**config.mk**
```make
export PLATFORM = sky130hd
export DESIGN_NAME = onehot_postdiv
export DESIGN_NICKNAME = d
export VERILOG_FILES = /design/src/rtl/postdiv_pkg.sv /design/src/rtl/postdiv_stage.sv /design/src/rtl/postdiv_decode.sv /design/src/rtl/postdiv_counter.sv /design/src/rtl/onehot_postdiv.sv
export SDC_FILE = /design/constraint.sdc
export NUM_CORES = 1
export LEC_CHECK = 0
export ABC_AREA = 1
export BUFFER_PORTS_ARGS = -buffer_cell sky130_fd_sc_hd__clkbuf_2
export CAP_MARGIN = 20
export CELL_PAD_IN_SITES_DETAIL_PLACEMENT = 2
export CELL_PAD_IN_SITES_GLOBAL_PLACEMENT = 2
export CORE_MARGIN = 2
export CORE_UTILIZATION = 32
export DETAILED_ROUTE_END_ITERATION = 16
export GPL_TIMING_DRIVEN = 0
export PLACE_DENSITY = 0.77
export SYNTH_ARGS = -nofsm -noshare
export SYNTH_HDL_FRONTEND = slang
export SYNTH_HIERARCHICAL = 1
export SYNTH_SLANG_ARGS = --single-unit
```
**constraint.sdc**
```tcl
create_clock -name clk_i -period 3.2 [get_ports clk_i]
set_input_delay 0.48 -clock clk_i [delete_from_list [all_inputs] [get_ports clk_i]]
set_output_delay 0.48 -clock clk_i [all_outputs]
set_load 0.01 [all_outputs]
```
**src/rtl/postdiv_pkg.sv**
```systemverilog
package postdiv_pkg;

   // Which event, if any, requests a staging-to-active copy this cycle.
   typedef enum logic [1:0] {
      XFER_NONE  = 2'd0,
      XFER_WRITE = 2'd1,
      XFER_MISC  = 2'd2
   } xfer_src_e;

endpackage

```
**src/rtl/postdiv_stage.sv**
```systemverilog
module postdiv_stage
   import postdiv_pkg::*;
#(
   parameter int CODE_W = 8
) (
   input  logic              clk_i,
   input  logic              rst_ni,
   input  logic              code_we_i,
   input  logic [CODE_W-1:0] code_wdata_i,
   input  logic              vga_mode_i,
   input  logic              misc_we_i,
   output logic [CODE_W-1:0] active_o,
   output logic              err_o
);

   localparam int            CNT_W      = $clog2(CODE_W + 1);
   localparam logic [CODE_W-1:0] RST_CODE = {{(CODE_W-1){1'b0}}, 1'b1};

   logic [CODE_W-1:0] stage_q;
   logic [CODE_W-1:0] active_q;
   logic              err_q;
   logic [CODE_W-1:0] cand;
   logic [CNT_W-1:0]  ones;
   logic              legal;
   xfer_src_e         src;

   // A direct write wins over a misc pulse in the same cycle and carries the new data.
   always_comb begin
      if (code_we_i && vga_mode_i)
         src = XFER_WRITE;
      else if (misc_we_i)
         src = XFER_MISC;
      else
         src = XFER_NONE;
   end

   assign cand = (src == XFER_WRITE) ? code_wdata_i : stage_q;

   always_comb begin
      ones = '0;
      for (int k = 0; k < CODE_W; k++)
         ones = ones + CNT_W'(cand[k]);
   end

   assign legal = (ones == CNT_W'(1));

   always_ff @(posedge clk_i or negedge rst_ni) begin
      if (!rst_ni) begin
         stage_q  <= RST_CODE;
         active_q <= RST_CODE;
         err_q    <= 1'b0;
      end else begin
         if (code_we_i)
            stage_q <= code_wdata_i;
         if (src != XFER_NONE) begin
            if (legal) begin
               active_q <= cand;
               err_q    <= 1'b0;
            end else begin
               err_q    <= 1'b1;
            end
         end
      end
   end

   assign active_o = active_q;
   assign err_o    = err_q;

endmodule

```
**src/rtl/postdiv_decode.sv**
```systemverilog
module postdiv_decode #(
   parameter int CODE_W = 8,
   parameter int RW     = 4
) (
   input  logic [CODE_W-1:0] code_i,
   output logic [RW-1:0]     ratio_o
);

   logic [RW-1:0] term [CODE_W];

   // Bit k contributes the ratio k+1; the code is one-hot, so an OR selects it.
   for (genvar k = 0; k < CODE_W; k++) begin : g_term
      assign term[k] = code_i[k] ? RW'(k + 1) : '0;
   end

   always_comb begin
      ratio_o = '0;
      for (int k = 0; k < CODE_W; k++)
         ratio_o = ratio_o | term[k];
   end

endmodule

```
**src/rtl/postdiv_counter.sv**
```systemverilog
module postdiv_counter #(
   parameter int RW = 4
) (
   input  logic          clk_i,
   input  logic          rst_ni,
   input  logic [RW-1:0] ratio_i,
   output logic          div_o,
   output logic [RW-1:0] run_o,
   output logic [RW-1:0] cnt_o
);

   localparam int XW = RW + 1;

   logic [RW-1:0] cnt_q, cnt_n;
   logic [RW-1:0] run_q, run_n;
   logic          div_q, div_n;
   logic          wrap;
   logic [XW-1:0] half_n;

   assign wrap   = ({1'b0, cnt_q} + XW'(1)) == {1'b0, run_q};
   assign cnt_n  = wrap ? '0 : cnt_q + RW'(1);
   // The ratio is resampled only as a period closes, so no pulse is cut short.
   assign run_n  = wrap ? ratio_i : run_q;
   assign half_n = ({1'b0, run_n} + XW'(1)) >> 1;
   assign div_n  = {1'b0, cnt_n} < half_n;

   always_ff @(posedge clk_i or negedge rst_ni) begin
      if (!rst_ni) begin
         cnt_q <= '0;
         run_q <= RW'(1);
         div_q <= 1'b1;
      end else begin
         cnt_q <= cnt_n;
         run_q <= run_n;
         div_q <= div_n;
      end
   end

   assign div_o = div_q;
   assign run_o = run_q;
   assign cnt_o = cnt_q;

endmodule

```
**src/rtl/onehot_postdiv.sv**
```systemverilog
module onehot_postdiv #(
   parameter int CODE_W      = 8,
   parameter bit BYPASS_DIV1 = 1'b1
) (
   input  logic              clk_i,
   input  logic              rst_ni,
   input  logic              code_we_i,
   input  logic [CODE_W-1:0] code_wdata_i,
   input  logic              vga_mode_i,
   input  logic              misc_we_i,
   output logic              clk_div_o,
   output logic              code_err_o
);

   localparam int RW = $clog2(CODE_W + 1);

   initial begin
      assert (CODE_W >= 2 && CODE_W <= 32)
         else $error("onehot_postdiv: CODE_W must lie in 2..32");
   end

   logic [CODE_W-1:0] active_code;
   logic [RW-1:0]     ratio;
   logic [RW-1:0]     run_ratio;
   logic [RW-1:0]     cnt_q;
   logic              div_q;

   postdiv_stage #(.CODE_W(CODE_W)) u_stage (
      .clk_i        (clk_i),
      .rst_ni       (rst_ni),
      .code_we_i    (code_we_i),
      .code_wdata_i (code_wdata_i),
      .vga_mode_i   (vga_mode_i),
      .misc_we_i    (misc_we_i),
      .active_o     (active_code),
      .err_o        (code_err_o)
   );

   postdiv_decode #(.CODE_W(CODE_W), .RW(RW)) u_decode (
      .code_i  (active_code),
      .ratio_o (ratio)
   );

   postdiv_counter #(.RW(RW)) u_counter (
      .clk_i   (clk_i),
      .rst_ni  (rst_ni),
      .ratio_i (ratio),
      .div_o   (div_q),
      .run_o   (run_ratio),
      .cnt_o   (cnt_q)
   );

   if (BYPASS_DIV1) begin : g_bypass
      // Ratio 1 passes the input clock; switches occur only at a low-to-high safe point.
      assign clk_div_o = (run_ratio == RW'(1)) ? clk_i : div_q;
   end else begin : g_regonly
      assign clk_div_o = div_q;
   end

endmodule

```
==> results summary <==
The number of hold violations in the final report came out at 0. The total area inside the core boundary comes to 0.00511 mm2. The launch instance of the worst register-to-register path is u_stage/stage_q[0]. The final setup TNS is -2.77 ns.

TritonCTS built the clock tree. The category of the most critical setup path is reg -> reg. The DRC marker count from the first detailed-route iteration came out at 25. The shortest period the worst path allows is 3.53 ns. The path depth of the worst reg2reg path is 16. The post-synthesis async set-or-reset flop share is 100%. The share of synthesized area occupied by flip-flops and latches came out at 38.8%. The highest clock frequency the design can meet is 283 MHz. The initial antenna violation count is 0. Before CTS, the worst setup slack after placement is -0.792 ns.

The data arrival time of the worst path is 3.88 ns. The total wire length after detailed routing came out at 4630 um. Summed over its instances, the top area cell type makes up 32.6% of the synthesized netlist area. The horizontal die dimension is 76.6 um. For this run, design rule violations remaining after detail routing come to 0. Synthesis inferred 26 register bits. The register clock-pin slew on the reported worst setup and hold paths came out at 0.10 ns. The final routed wire length divided by cell count came out at 15.2 um. The antenna diode count is 0. After synthesis the cells add up to 0.00169 mm2.

The post-synthesis cell type count is 27. The overall die area came out at 0.00587 mm2. The estimated wirelength of the detail-placed design came out at 3300 um.

Using the TritonRoute via totals, the vias-per-cell ratio works out to 4.76. The final setup violation count came out at 9. The count of buffers from port buffering is 13. The clock skew is 0.00773 ns.

The number of ports placed on the die boundary came out at 15. The number of standard-cell rows in the floorplan is 26. The area after detailed placement is 0.00189 mm2. The residual overflow from global routing is 0.

The congestion estimate from routability-driven global placement came to 0.731. The area of all placed cells without fillers is 0.00208 mm2. The first-pass GRT wire length came out at 8020 um. The flow ran to the end, but the final reports show violations. The peak supply drop is 0.371 mV. In the global route stage, overall resource usage came out at 18.0%. The net total in the final layout came out at 260. The worst path required time came out at 3.54 ns.

Setup repair after global routing could not meet its margin everywhere. The number of nets with antenna violations after routing is 0. The number of enable-type register cells in the synthesized netlist came out at 0. The number of pins exceeding their max-slew limit in the final report came out at 0.

The worst setup path is launched from a flip-flop. In the post-synthesis netlist, the biggest area contributors are sky130_fd_sc_hd__dfrtp_1, sky130_fd_sc_hd__nand2_1, sky130_fd_sc_hd__nand3_1, sky130_fd_sc_hd__dfstp_2, sky130_fd_sc_hd__inv_1. The final hold slack came out at 0.103 ns. The max-cap violation count came out at 0. The number of hold buffers added after CTS was 0. The post-synthesis cell type with the largest combined area is sky130_fd_sc_hd__dfrtp_1. The worst setup path is captured at a flip-flop. The mean instance size in the synthesized netlist came out at 8.11 um2. The worst min-delay path class is in -> async.

The power density normalized to cell area came out at 642 mW/mm2. The critical path goes through nand2_2 > nand2_2 > fa_1 > inv_1 > fa_1 > inv_2 > fa_1 > ha_2 > inv_2 > fa_2 > nand2_4 > inv_2 > nand2_4 > nor2_4 > nand3_2 > nand2_1. The total nets after synthesis came out at 233.

The critical register-to-register path endpoint is u_stage/active_o[7]. The peak per-stage delay on the critical path came out at 0.56 ns. The cell count after synthesis came out at 208. The max-slew headroom at the worst pin is 55.5%. The height of the chip is 76.6 um. The fraction of layout cells with a size suffix above 1 came out at 34.6%. The count of warnings emitted by yosys is 6. The checks that failed: negative setup slack.

The static power due to leakage is 0.00106 uW. For the pin with the worst max-slew slack, the measured transition is 0.668 ns. The number of global-route vias before repair is 1651.

The predominant post-synthesis flop cell is sky130_fd_sc_hd__dfrtp_1. The via total after detailed routing came out at 1446. The setup slack after layout came out at -0.334 ns. The share of the clock period used by the worst path after layout is 110%.

Across all register-to-register paths, the minimum setup slack is -0.33 ns. The effective utilization at floorplan came out at 33.0%. The area added between synthesis and finish is 23.4%.

On the critical path, the stage with the largest delay is an instance of sky130_fd_sc_hd__fa_2. The clock latency of the later-clocked register in the worst-skew pair came out at 0.40 ns. The number of optimization iterations in the first detailed-route pass came out at 3. The maximum number of pins on one net before global-route repair is 27. The top fanout value on the critical path came out at 4.
[how the worst max path moves through the flow]
stage	startpoint	end	slack [ns]	depth (start not counted)
finish	u_stage/stage_q[0]	u_stage/active_o[7]	-0.33	16
global route	u_stage/stage_q[3]	u_stage/active_o[7]	-0.49	16
CTS	u_stage/stage_q[3]	u_stage/active_o[7]	-0.22	16
detailed placement	vga_mode_i	u_stage/active_o[1]	-0.79	19
global placement	vga_mode_i	u_stage/active_o[5]	-0.76	19
floorplan	code_we_i	u_stage/active_o[1]	-0.45	19
[cell usage in the layout, fill, tap and decap left out, types with 2 or more instances in the layout]
master | Yosys | routed
sky130_fd_sc_hd__nand2_4 | 3 | 7
sky130_fd_sc_hd__a21oi_2 | 1 | 2
sky130_fd_sc_hd__nand3_2 | 1 | 4
sky130_fd_sc_hd__o21ai_1 | 2 | 2
sky130_fd_sc_hd__inv_2 | 1 | 4
sky130_fd_sc_hd__dfrtp_1 | 22 | 22
sky130_fd_sc_hd__fa_1 | 4 | 3
sky130_fd_sc_hd__clkbuf_8 | 0 | 8
sky130_fd_sc_hd__mux2_2 | 6 | 6
sky130_fd_sc_hd__nand3_1 | 25 | 21
sky130_fd_sc_hd__ha_1 | 8 | 7
sky130_fd_sc_hd__nor2_4 | 1 | 3
sky130_fd_sc_hd__nand4_1 | 3 | 3
sky130_fd_sc_hd__nor2_2 | 3 | 3
sky130_fd_sc_hd__dfstp_2 | 4 | 4
sky130_fd_sc_hd__nor2_1 | 12 | 11
sky130_fd_sc_hd__clkbuf_2 | 0 | 12
sky130_fd_sc_hd__inv_1 | 27 | 24
sky130_fd_sc_hd__nand2_1 | 61 | 54
sky130_fd_sc_hd__nand2_2 | 11 | 14
sky130_fd_sc_hd__a21oi_1 | 4 | 3
sky130_fd_sc_hd__buf_4 | 2 | 8
[power by group]
part / internal, uW / switching (uW)
Sequential: 394 / 38.6
Combinational: 227 / 357
Clock: 190 / 131
[through the flow]
step	power, uW	util (%)	std cells
final	1340	40.8	304
after global routing	1440	40.8	304
after CTS	1280	40.2	302
after detailed placement	886	37.0	291
after global placement	867	37.0	291
after floorplan	773	-	208
[timing repair]
| item | CTS | global route |
|---|---|---|
| pin swaps | 7 | 3 |
| resized for setup | 10 | 5 |
| endpoints found under the setup margin | 9 | 9 |
| setup buffers | 4 | 2 |
| hold endpoints to repair | 0 | 0 |
| cloned | 1 | 0 |
[synth_stat cells (2+ instances only)]
library cell and count:
sky130_fd_sc_hd__buf_4 2, sky130_fd_sc_hd__mux2_2 6, sky130_fd_sc_hd__nand3_1 25, sky130_fd_sc_hd__o21ai_1 2, sky130_fd_sc_hd__dfrtp_1 22, sky130_fd_sc_hd__ha_1 8, sky130_fd_sc_hd__a21oi_1 4, sky130_fd_sc_hd__inv_1 27
sky130_fd_sc_hd__nand4_1 3, sky130_fd_sc_hd__nand2_1 61, sky130_fd_sc_hd__nor2_1 12, sky130_fd_sc_hd__dfstp_2 4, sky130_fd_sc_hd__fa_1 4, sky130_fd_sc_hd__nor2_2 3, sky130_fd_sc_hd__nand2_2 11, sky130_fd_sc_hd__nand2_4 3
[worst max-delay path, delay by kind of cell, from the launching register on]
kind / cells / cell delay [ns]
adder cells (fa/ha/maj): 5 / 2.28
flip-flops: 1 / 0.39
AND/OR/NAND/NOR: 7 / 0.60
buffers and inverters: 4 / 0.22
[metal layers]
| metal | wire length (um) | vias up | global-route usage [%] | share of wire, % |
|---|---|---|---|---|
| li1 | - | 710 | - | - |
| met1 | 2230 | 717 | 23.2 | 48 |
| met2 | 2210 | 12 | 27.7 | 48 |
| met3 | 51 | 7 | 2.61 | 1.1 |
| met4 | 135 | 0 | 12.5 | 2.9 |
| met5 | 0 | - | 0 | 0 |
[area by class of cell]
class / instances / area (um2)
plain buffers: 3 / 30.0
repair buffers: 18 / 114
clock buffers: 8 / 101
flip-flops and latches: 26 / 656
fillers: 608 / 3030
well taps: 70 / 87.6
multi-input cells: 150 / 983
inverters: 29 / 110
[state kept, by name (all words and copies together), names as in the netlist]
register and flops:
u_stage/stage_q 8, u_counter/div_o 1, u_counter/cnt_o 4, u_stage/err_o 1, u_stage/active_o 8, u_counter/run_o 4
[kinds of logic after synthesis]
logic type / share of synthesized area [%]
adder cells (fa/ha/maj): 10.7
XOR/XNOR: 0.519
AND/OR/NAND/NOR: 34.8
AO/OA/AOI/OAI: 2.74
flip-flops: 38.8
multiplexers: 4.00
buffers and inverters: 8.38
Note: power is estimated with default switching activity, not from simulation.
